$ cat config.mk
export PLATFORM = sky130hd
export DESIGN_NAME = i2c_eeprom_wr
export DESIGN_NICKNAME = d
export VERILOG_FILES = /design/src/rtl/eewr_pkg.sv /design/src/rtl/eewr_sync.sv /design/src/rtl/eewr_link.sv /design/src/rtl/eewr_store.sv /design/src/rtl/i2c_eeprom_wr.sv
export SDC_FILE = /design/constraint.sdc
export NUM_CORES = 2
export LEC_CHECK = 0
export BUFFER_PORTS_ARGS = -buffer_cell sky130_fd_sc_hd__buf_4
export CORE_MARGIN = 10
export CORE_UTILIZATION = 55
export DETAILED_ROUTE_END_ITERATION = 12
export PLACE_DENSITY = 0.71
export SLEW_MARGIN = 10
export SYNTH_ARGS = -nofsm -noshare
export SYNTH_HDL_FRONTEND = slang
export SYNTH_SLANG_ARGS = --single-unit
$ cat constraint.sdc
create_clock -name clk -period 5.8 [get_ports clk]
set_input_delay 0.58 -clock clk [delete_from_list [all_inputs] [get_ports clk]]
set_output_delay 0.58 -clock clk [all_outputs]
set_load 0.05 [all_outputs]
$ cat src/rtl/eewr_pkg.sv
// Shared types and constants for the EEPROM slave write engine.
// Assumes: byte-wide data, MSB-first transfer on the two-wire bus.
package eewr_pkg;
    localparam int BYTE_W = 8;
    localparam logic [3:0] DEV_CODE = 4'b1010;

    typedef enum logic [1:0] {
        LK_IDLE,
        LK_CTRL,
        LK_ADDR,
        LK_DATA
    } link_state_t;
endpackage

$ cat src/rtl/eewr_sync.sv
// Line synchroniser and bus-condition detector.
// Samples SCL and SDA through STAGES flops each, then flags clock edges,
// start (SDA falls, SCL high) and stop (SDA rises, SCL high).
// Assumes: STAGES >= 2; the lines idle high.
module eewr_sync #(
    parameter int STAGES = 2
) (
    input  logic clk,
    input  logic rst_n,
    input  logic scl_in,
    input  logic sda_in,
    output logic sda_lvl,
    output logic scl_rise,
    output logic scl_fall,
    output logic start_det,
    output logic stop_det
);
    logic [STAGES-1:0] scl_pipe;
    logic [STAGES-1:0] sda_pipe;
    logic              scl_q;
    logic              sda_q;
    logic              scl_s;

    assign scl_s   = scl_pipe[STAGES-1];
    assign sda_lvl = sda_pipe[STAGES-1];

    // Shift raw lines through the synchroniser and keep one prior sample.
    always_ff @(posedge clk) begin
        if (!rst_n) begin
            scl_pipe <= '1;
            sda_pipe <= '1;
            scl_q    <= 1'b1;
            sda_q    <= 1'b1;
        end else begin
            scl_pipe <= {scl_pipe[STAGES-2:0], scl_in};
            sda_pipe <= {sda_pipe[STAGES-2:0], sda_in};
            scl_q    <= scl_s;
            sda_q    <= sda_lvl;
        end
    end

    // Edge and condition decode on the synchronised lines.
    always_comb begin
        scl_rise  = scl_s & ~scl_q;
        scl_fall  = ~scl_s & scl_q;
        start_det = scl_s & scl_q & sda_q & ~sda_lvl;
        stop_det  = scl_s & scl_q & ~sda_q & sda_lvl;
    end
endmodule

$ cat src/rtl/eewr_link.sv
// Byte-level protocol engine for the write path.
// Counts SCL rises per byte, shifts data MSB first, decides the
// acknowledge after the eighth bit, and holds the address pointer whose
// low PAGE_W bits wrap inside the page.
// Assumes: ADDR_W <= BYTE_W; busy comes from the store.
module eewr_link
    import eewr_pkg::*;
#(
    parameter int ADDR_W = 7,
    parameter int PAGE_W = 3
) (
    input  logic                     clk,
    input  logic                     rst_n,
    input  logic                     sda_lvl,
    input  logic                     scl_rise,
    input  logic                     scl_fall,
    input  logic                     start_det,
    input  logic                     stop_det,
    input  logic                     busy,
    output logic                     ack_drv,
    output logic                     wr_stb,
    output logic [PAGE_W-1:0]        wr_idx,
    output logic [BYTE_W-1:0]        wr_data,
    output logic                     clr_stb,
    output logic                     commit_stb,
    output logic [ADDR_W-PAGE_W-1:0] commit_page
);
    localparam int CNT_W = $clog2(BYTE_W + 2);
    localparam logic [CNT_W-1:0] LAST_BIT = CNT_W'(BYTE_W);
    localparam logic [CNT_W-1:0] ACK_BIT  = CNT_W'(BYTE_W + 1);

    link_state_t         state;
    logic [CNT_W-1:0]    bit_cnt;
    logic [BYTE_W-1:0]   shreg;
    logic [ADDR_W-1:0]   ptr;
    logic                got_data;
    logic                decide;
    logic                ctrl_ok;
    logic                at_boundary;

    // Strobes toward the store and per-byte decisions.
    always_comb begin
        at_boundary = (bit_cnt <= CNT_W'(1));
        decide      = scl_fall && (bit_cnt == LAST_BIT) && !ack_drv && (state != LK_IDLE);
        ctrl_ok     = (shreg[BYTE_W-1 -: 4] == DEV_CODE) && !shreg[0] && !busy;
        wr_stb      = decide && (state == LK_DATA);
        wr_idx      = ptr[PAGE_W-1:0];
        wr_data     = shreg;
        commit_stb  = stop_det && (state == LK_DATA) && at_boundary && got_data && !busy;
        clr_stb     = (start_det || stop_det) && !busy && !commit_stb;
        commit_page = ptr[ADDR_W-1:PAGE_W];
    end

    // Transaction state, bit counter, shifter, pointer and acknowledge.
    always_ff @(posedge clk) begin
        if (!rst_n) begin
            state    <= LK_IDLE;
            bit_cnt  <= '0;
            shreg    <= '0;
            ptr      <= '0;
            got_data <= 1'b0;
            ack_drv  <= 1'b0;
        end else if (start_det) begin
            state    <= LK_CTRL;
            bit_cnt  <= '0;
            got_data <= 1'b0;
            ack_drv  <= 1'b0;
        end else if (stop_det) begin
            state    <= LK_IDLE;
            bit_cnt  <= '0;
            got_data <= 1'b0;
            ack_drv  <= 1'b0;
        end else if (state != LK_IDLE) begin
            if (scl_rise) begin
                if (bit_cnt < LAST_BIT) begin
                    shreg   <= {shreg[BYTE_W-2:0], sda_lvl};
                    bit_cnt <= bit_cnt + CNT_W'(1);
                end else if (bit_cnt == LAST_BIT) begin
                    bit_cnt <= ACK_BIT;
                end
            end else if (scl_fall) begin
                if (bit_cnt == ACK_BIT) begin
                    ack_drv <= 1'b0;
                    bit_cnt <= '0;
                end else if (decide) begin
                    case (state)
                        LK_CTRL: begin
                            if (ctrl_ok) begin
                                ack_drv <= 1'b1;
                                state   <= LK_ADDR;
                            end else begin
                                state   <= LK_IDLE;
                            end
                        end
                        LK_ADDR: begin
                            ptr     <= shreg[ADDR_W-1:0];
                            ack_drv <= 1'b1;
                            state   <= LK_DATA;
                        end
                        default: begin
                            ptr      <= {ptr[ADDR_W-1:PAGE_W], ptr[PAGE_W-1:0] + 1'b1};
                            ack_drv  <= 1'b1;
                            got_data <= 1'b1;
                        end
                    endcase
                end
            end
        end
    end

    // the line is only pulled inside the acknowledge slot.
    p_ack_slot_r2: assert property (@(posedge clk) disable iff (!rst_n)
        ack_drv |-> (bit_cnt == LAST_BIT || bit_cnt == ACK_BIT));

    // a control byte decided during the write cycle gets no acknowledge.
    p_busy_nack_r9: assert property (@(posedge clk) disable iff (!rst_n)
        (decide && state == LK_CTRL && busy) |=> !ack_drv);

    // each stored byte advances only the in-page bits of the pointer.
    p_page_fixed_r5: assert property (@(posedge clk) disable iff (!rst_n)
        wr_stb |=> (ptr[ADDR_W-1:PAGE_W] == $past(ptr[ADDR_W-1:PAGE_W]) &&
                    ptr[PAGE_W-1:0] == $past(ptr[PAGE_W-1:0]) + 1'b1));
endmodule

$ cat src/rtl/eewr_store.sv
// Page buffer, per-slot valid flags, write-cycle timer and 2^ADDR_W x 8
// register array. Buffered bytes go to the array in the last cycle of
// the timed window; slots never written keep their array content.
// Assumes: no wr_stb or clr_stb arrives while busy (link gates them).
module eewr_store
    import eewr_pkg::*;
#(
    parameter int ADDR_W    = 7,
    parameter int PAGE_W    = 3,
    parameter int WR_CYCLES = 64
) (
    input  logic                     clk,
    input  logic                     rst_n,
    input  logic                     wr_stb,
    input  logic [PAGE_W-1:0]        wr_idx,
    input  logic [BYTE_W-1:0]        wr_data,
    input  logic                     clr_stb,
    input  logic                     commit_stb,
    input  logic [ADDR_W-PAGE_W-1:0] commit_page,
    input  logic [ADDR_W-1:0]        rd_addr,
    output logic                     busy,
    output logic [BYTE_W-1:0]        rd_data
);
    localparam int PAGE_BYTES = 1 << PAGE_W;
    localparam int DEPTH      = 1 << ADDR_W;
    localparam int TAG_W      = ADDR_W - PAGE_W;
    localparam int TMR_W      = $clog2(WR_CYCLES + 1);

    logic [BYTE_W-1:0]     pbuf [PAGE_BYTES];
    logic [PAGE_BYTES-1:0] valid;
    logic [TAG_W-1:0]      page_q;
    logic [TMR_W-1:0]      tmr;
    logic [BYTE_W-1:0]     mem [DEPTH];
    logic                  mem_we;

    assign busy    = (tmr != '0);
    assign mem_we  = (tmr == TMR_W'(1));
    assign rd_data = mem[rd_addr];

    // Gather data bytes into their page slots; drop them on abort or commit end.
    always_ff @(posedge clk) begin
        if (!rst_n) begin
            valid <= '0;
            for (int i = 0; i < PAGE_BYTES; i++) pbuf[i] <= '0;
        end else if (mem_we || clr_stb) begin
            valid <= '0;
        end else if (wr_stb) begin
            pbuf[wr_idx]  <= wr_data;
            valid[wr_idx] <= 1'b1;
        end
    end

    // Time the internal write cycle and latch the target page.
    always_ff @(posedge clk) begin
        if (!rst_n) begin
            tmr    <= '0;
            page_q <= '0;
        end else if (commit_stb) begin
            tmr    <= TMR_W'(WR_CYCLES);
            page_q <= commit_page;
        end else if (busy) begin
            tmr    <= tmr - TMR_W'(1);
        end
    end

    // Commit every valid slot to the array at the end of the window.
    always_ff @(posedge clk) begin
        if (!rst_n) begin
            for (int a = 0; a < DEPTH; a++) mem[a] <= '0;
        end else if (mem_we) begin
            for (int j = 0; j < PAGE_BYTES; j++) begin
                if (valid[j]) mem[{page_q, PAGE_W'(j)}] <= pbuf[j];
            end
        end
    end

    // a new commit is never requested while one is running.
    p_no_commit_busy_r9: assert property (@(posedge clk) disable iff (!rst_n)
        busy |-> !commit_stb);

    // the pending buffer is frozen during the write cycle.
    p_flags_frozen_r9: assert property (@(posedge clk) disable iff (!rst_n)
        (busy && $past(busy)) |-> $stable(valid));

    // once the write cycle ends nothing remains buffered.
    p_flags_clear_r7: assert property (@(posedge clk) disable iff (!rst_n)
        $fell(busy) |-> (valid == '0));
endmodule

$ cat src/rtl/i2c_eeprom_wr.sv
// Top of the two-wire EEPROM slave write engine: synchroniser, protocol
// engine and page store. SDA is only ever pulled low, via sda_pull_lo.
// Assumes: sda_in is the wired value of the line, including this slave's pull.
module i2c_eeprom_wr
    import eewr_pkg::*;
#(
    parameter int ADDR_W      = 7,
    parameter int PAGE_W      = 3,
    parameter int WR_CYCLES   = 64,
    parameter int SYNC_STAGES = 2
) (
    input  logic              clk,
    input  logic              rst_n,
    input  logic              scl_in,
    input  logic              sda_in,
    output logic              sda_pull_lo,
    output logic              busy,
    input  logic [ADDR_W-1:0] peek_addr,
    output logic [BYTE_W-1:0] peek_data
);
    logic                     sda_lvl;
    logic                     scl_rise;
    logic                     scl_fall;
    logic                     start_det;
    logic                     stop_det;
    logic                     wr_stb;
    logic [PAGE_W-1:0]        wr_idx;
    logic [BYTE_W-1:0]        wr_data;
    logic                     clr_stb;
    logic                     commit_stb;
    logic [ADDR_W-PAGE_W-1:0] commit_page;

    eewr_sync #(.STAGES(SYNC_STAGES)) sync_i (
        .clk       (clk),
        .rst_n     (rst_n),
        .scl_in    (scl_in),
        .sda_in    (sda_in),
        .sda_lvl   (sda_lvl),
        .scl_rise  (scl_rise),
        .scl_fall  (scl_fall),
        .start_det (start_det),
        .stop_det  (stop_det)
    );

    eewr_link #(.ADDR_W(ADDR_W), .PAGE_W(PAGE_W)) link_i (
        .clk         (clk),
        .rst_n       (rst_n),
        .sda_lvl     (sda_lvl),
        .scl_rise    (scl_rise),
        .scl_fall    (scl_fall),
        .start_det   (start_det),
        .stop_det    (stop_det),
        .busy        (busy),
        .ack_drv     (sda_pull_lo),
        .wr_stb      (wr_stb),
        .wr_idx      (wr_idx),
        .wr_data     (wr_data),
        .clr_stb     (clr_stb),
        .commit_stb  (commit_stb),
        .commit_page (commit_page)
    );

    eewr_store #(.ADDR_W(ADDR_W), .PAGE_W(PAGE_W), .WR_CYCLES(WR_CYCLES)) store_i (
        .clk         (clk),
        .rst_n       (rst_n),
        .wr_stb      (wr_stb),
        .wr_idx      (wr_idx),
        .wr_data     (wr_data),
        .clr_stb     (clr_stb),
        .commit_stb  (commit_stb),
        .commit_page (commit_page),
        .rd_addr     (peek_addr),
        .busy        (busy),
        .rd_data     (peek_data)
    );
endmodule

==> flow_summary.toml <==
[yosys]
synth_adder_area_share = 0.00316
yosysWarnings = 0
syn-mean-instance-area_um2 = 15.7
synth_top_family_by_area = "simple AND/OR/NAND/NOR gates"
synth_area_um2 = 51500
postSynthRegisterBits = 1136
synth.largest_area_cell = "edfxtp_1"
synth_seq_area_share = 0.653
synth-simple-area-share = 0.157
synthCells = 3270
synth_mux_area_frac = 0.149
yosys.area.top_type_share = 0.635
synth.area.top_cells = "edfxtp_1, mux4_2, and2_1, dfxtp_1, o21ai_0"
synth.distinct_cells = 46
synth_commonest_cells = "and2_1, edfxtp_1, mux4_2"
synth_nets = 3294
synth_async_sr_flop_share = 0
synthFlopType = "edfxtp_1"
synthXorXnorAreaFrac = 0.000851
synth-edff-count = 1088
synth_compound_area_frac = 0.0190

[power_and_ir_drop]
p_leak_nw = 19.3
power_density_nw_per_um2 = 328
ir_drop_uv = 301

[finish]
seqCellArea_um2 = 33600
multi_input_area_um2 = 16900
syn_to_final_growth_pct = 11.1
fillCellCount = 6681
nets = 3324
layout-drive-gt1-share = 0.195

[clock_tree]
cts_setup_buffers = 0
clock_sinks = 1136
cts_inserted_buffers = 113
cts.htree.levels = 3
cts_buffer_depth = 3
hold_buffers = 0
cts_tree = "done"
clk_pin_slew_worst_paths_ns = 0.06
clockRootBuffer = "clkbuf_16"
insertion_delay_ns = 0.71
post_cts_resized = 0

[die]
dieArea_um2 = 106000
core.rowCount = 112
initial_core_util = 0.553
die_w_um = 326
core_region_area_um2 = 93000
die_h_um = 326
top_level_ports = 21

[timing]
fin_worst_skew_ns = 0.0245
timing.final.crit_share = 0.753
hold_viol = 0
slew_viol_final = 0
fin_setup_tns_ns = 0
slew_headroom = 0.0617
setup_violations = 0
holdWs_ns = 0.0750
layout_min_cycle_time_ns = 4.37
rsz0062_at_grt = "no"
fmax_mhz = 229
tightest_slew_ns = 1.41

[run_status]
status = "finished, final reports clean"

[global_route]
antenna_found_initial = 38
grt_overflow = 0
track_usage = 0.305
grt_max_degree = 101
grt_first_pass_wirelength_um = 226000
grt_pass1_vias = 29800

[route]
antenna_left = 0
viasPerCell = 6.62
num_vias = 31200
totalWireLength_um = 163000
first_iter_violations = 5358
drt_pre_antenna_iters = 6
post_drt_wl_per_cell_um = 34.6
drc = 0

[worst_setup_path]
start_kind = "primary input"
cp_max_fo = 51
crit_buf_inv = 3
crit_chain = "buf_8 -> buf_4 -> mux4_2 -> mux4_2 -> mux4_2 -> mux2_2 -> buf_4"
worstSetupPathType = "primary input to output pin"
cp-end-kind = "output pin"
critPathSlowestCell = "mux4_2"
cp.required_ns = 5.22
path_delay_family = "multiplexers"
crit_path_max_incr_delay_ns = 0.62
arrival_ns = 3.79
crit_path_frequent_cell = "mux4_2"

[hold_path]
min-delay-path-class = "primary input to flop"

[placement]
dpl.hpwl_um = 106000
port-buffer-count = 20
place_congestion = 0.967

[run]
maxCapViolations = 0
placed cells by master, fill, tap and decap left out, types with 7 or more instances in the layout:
cell type and n:
mux2_2 9, o21ai_1 18, clkinv_2 27, nor4_1 9, buf_4 117, ha_1 13, a21o_1 10, clkbuf_16 117
nor3_1 7, nand2b_1 22, nand3_1 13, clkinv_1 15, inv_1 8, clkbuf_1 12, o21ai_0 115, edfxtp_1 1088
nand2_1 50, clkinvlp_4 13, dfxtp_1 48, diode_2 57, mux4_2 336, bufinv_16 14, a21oi_1 25, buf_12 9
nor2_1 148, and2_1 1088
state kept, by name (all words and copies together), names as in the netlist:
| register | count |
|---|---|
| link_i.state | 2 |
| link_i.ptr | 7 |
| store_i.valid | 8 |
| store_i.pbuf | 64 |
| link_i.got_data | 1 |
| store_i.tmr | 7 |
| sync_i.scl_q | 1 |
| link_i.ack_drv | 1 |
| sync_i.scl_pipe | 2 |
| store_i.mem | 1024 |
| store_i.page_q | 4 |
| link_i.wr_data | 8 |
| sync_i.sda_pipe | 2 |
| link_i.bit_cnt | 4 |
| sync_i.sda_q | 1 |
kinds of logic (layout without fill, tap and decap cells):
group                    after synthesis  count (layout)
AO/OA/AOI/OAI                        181             181
XOR/XNOR                               5               5
adder cells (fa/ha/maj)               13              13
buffers and inverters                221             346
flip-flops                          1136            1136
multiplexers                         347             347
other                                  0              57
AND/OR/NAND/NOR                     1367            1367
stage by stage:
step / instance area [um2] / std cells / util / setup WS, ns / power [W]
5_1_grt: 57100 / 4651 / 0.613 / 1.32 / 0.0192
4_1_cts: 57100 / 4649 / 0.613 / 1.42 / 0.0187
2_1_floorplan: 51500 / 3270 / - / 2.13 / 0.0106
3_5_place_dp: 53300 / 4439 / 0.572 / 1.46 / 0.0114
3_3_place_gp: 53300 / 4439 / 0.572 / 1.50 / 0.0113
6_report: 57200 / 4706 / 0.615 / 1.43 / 0.0188
worst paths after layout:
kind / from / endpoint / slack (ns) / cells past startpoint
max reg2reg: store_i.tmr[3] / store_i.mem[61][4] / 1.69 / 4
max: peek_addr[0] / peek_data[1] / 1.43 / 7
min: sda_in / sync_i.sda_pipe[0] / 0.08 / 2
min reg2reg: sync_i.sda_pipe[0] / sync_i.sda_pipe[1] / 0.41 / 1
power by group:
part	switching, W	leakage, nW	internal (W)
registers	0.000265	10.7	0.00939
clock network	0.00319	1.84	0.00433
logic	0.00101	6.76	0.000595
total	0.00447	19.3	0.0143
layer usage:
layer	global-route usage	part of all wire
met5	0	0.00032
met1	0.398	0.34
met3	0.105	0.15
met2	0.440	0.44
met4	0.182	0.063
final cells by class:
cell class,count,share of cell area
flip-flops and latches,1136,0.588
multi-input cells,1913,0.296
well taps,1254,0.0274
clock buffers,131,0.0524
repair buffers,128,0.0190
diodes,57,0.00249
clock inverters,79,0.0139
inverters,8,0.000525
No activity file was read; power rests on OpenSTA's default activity.
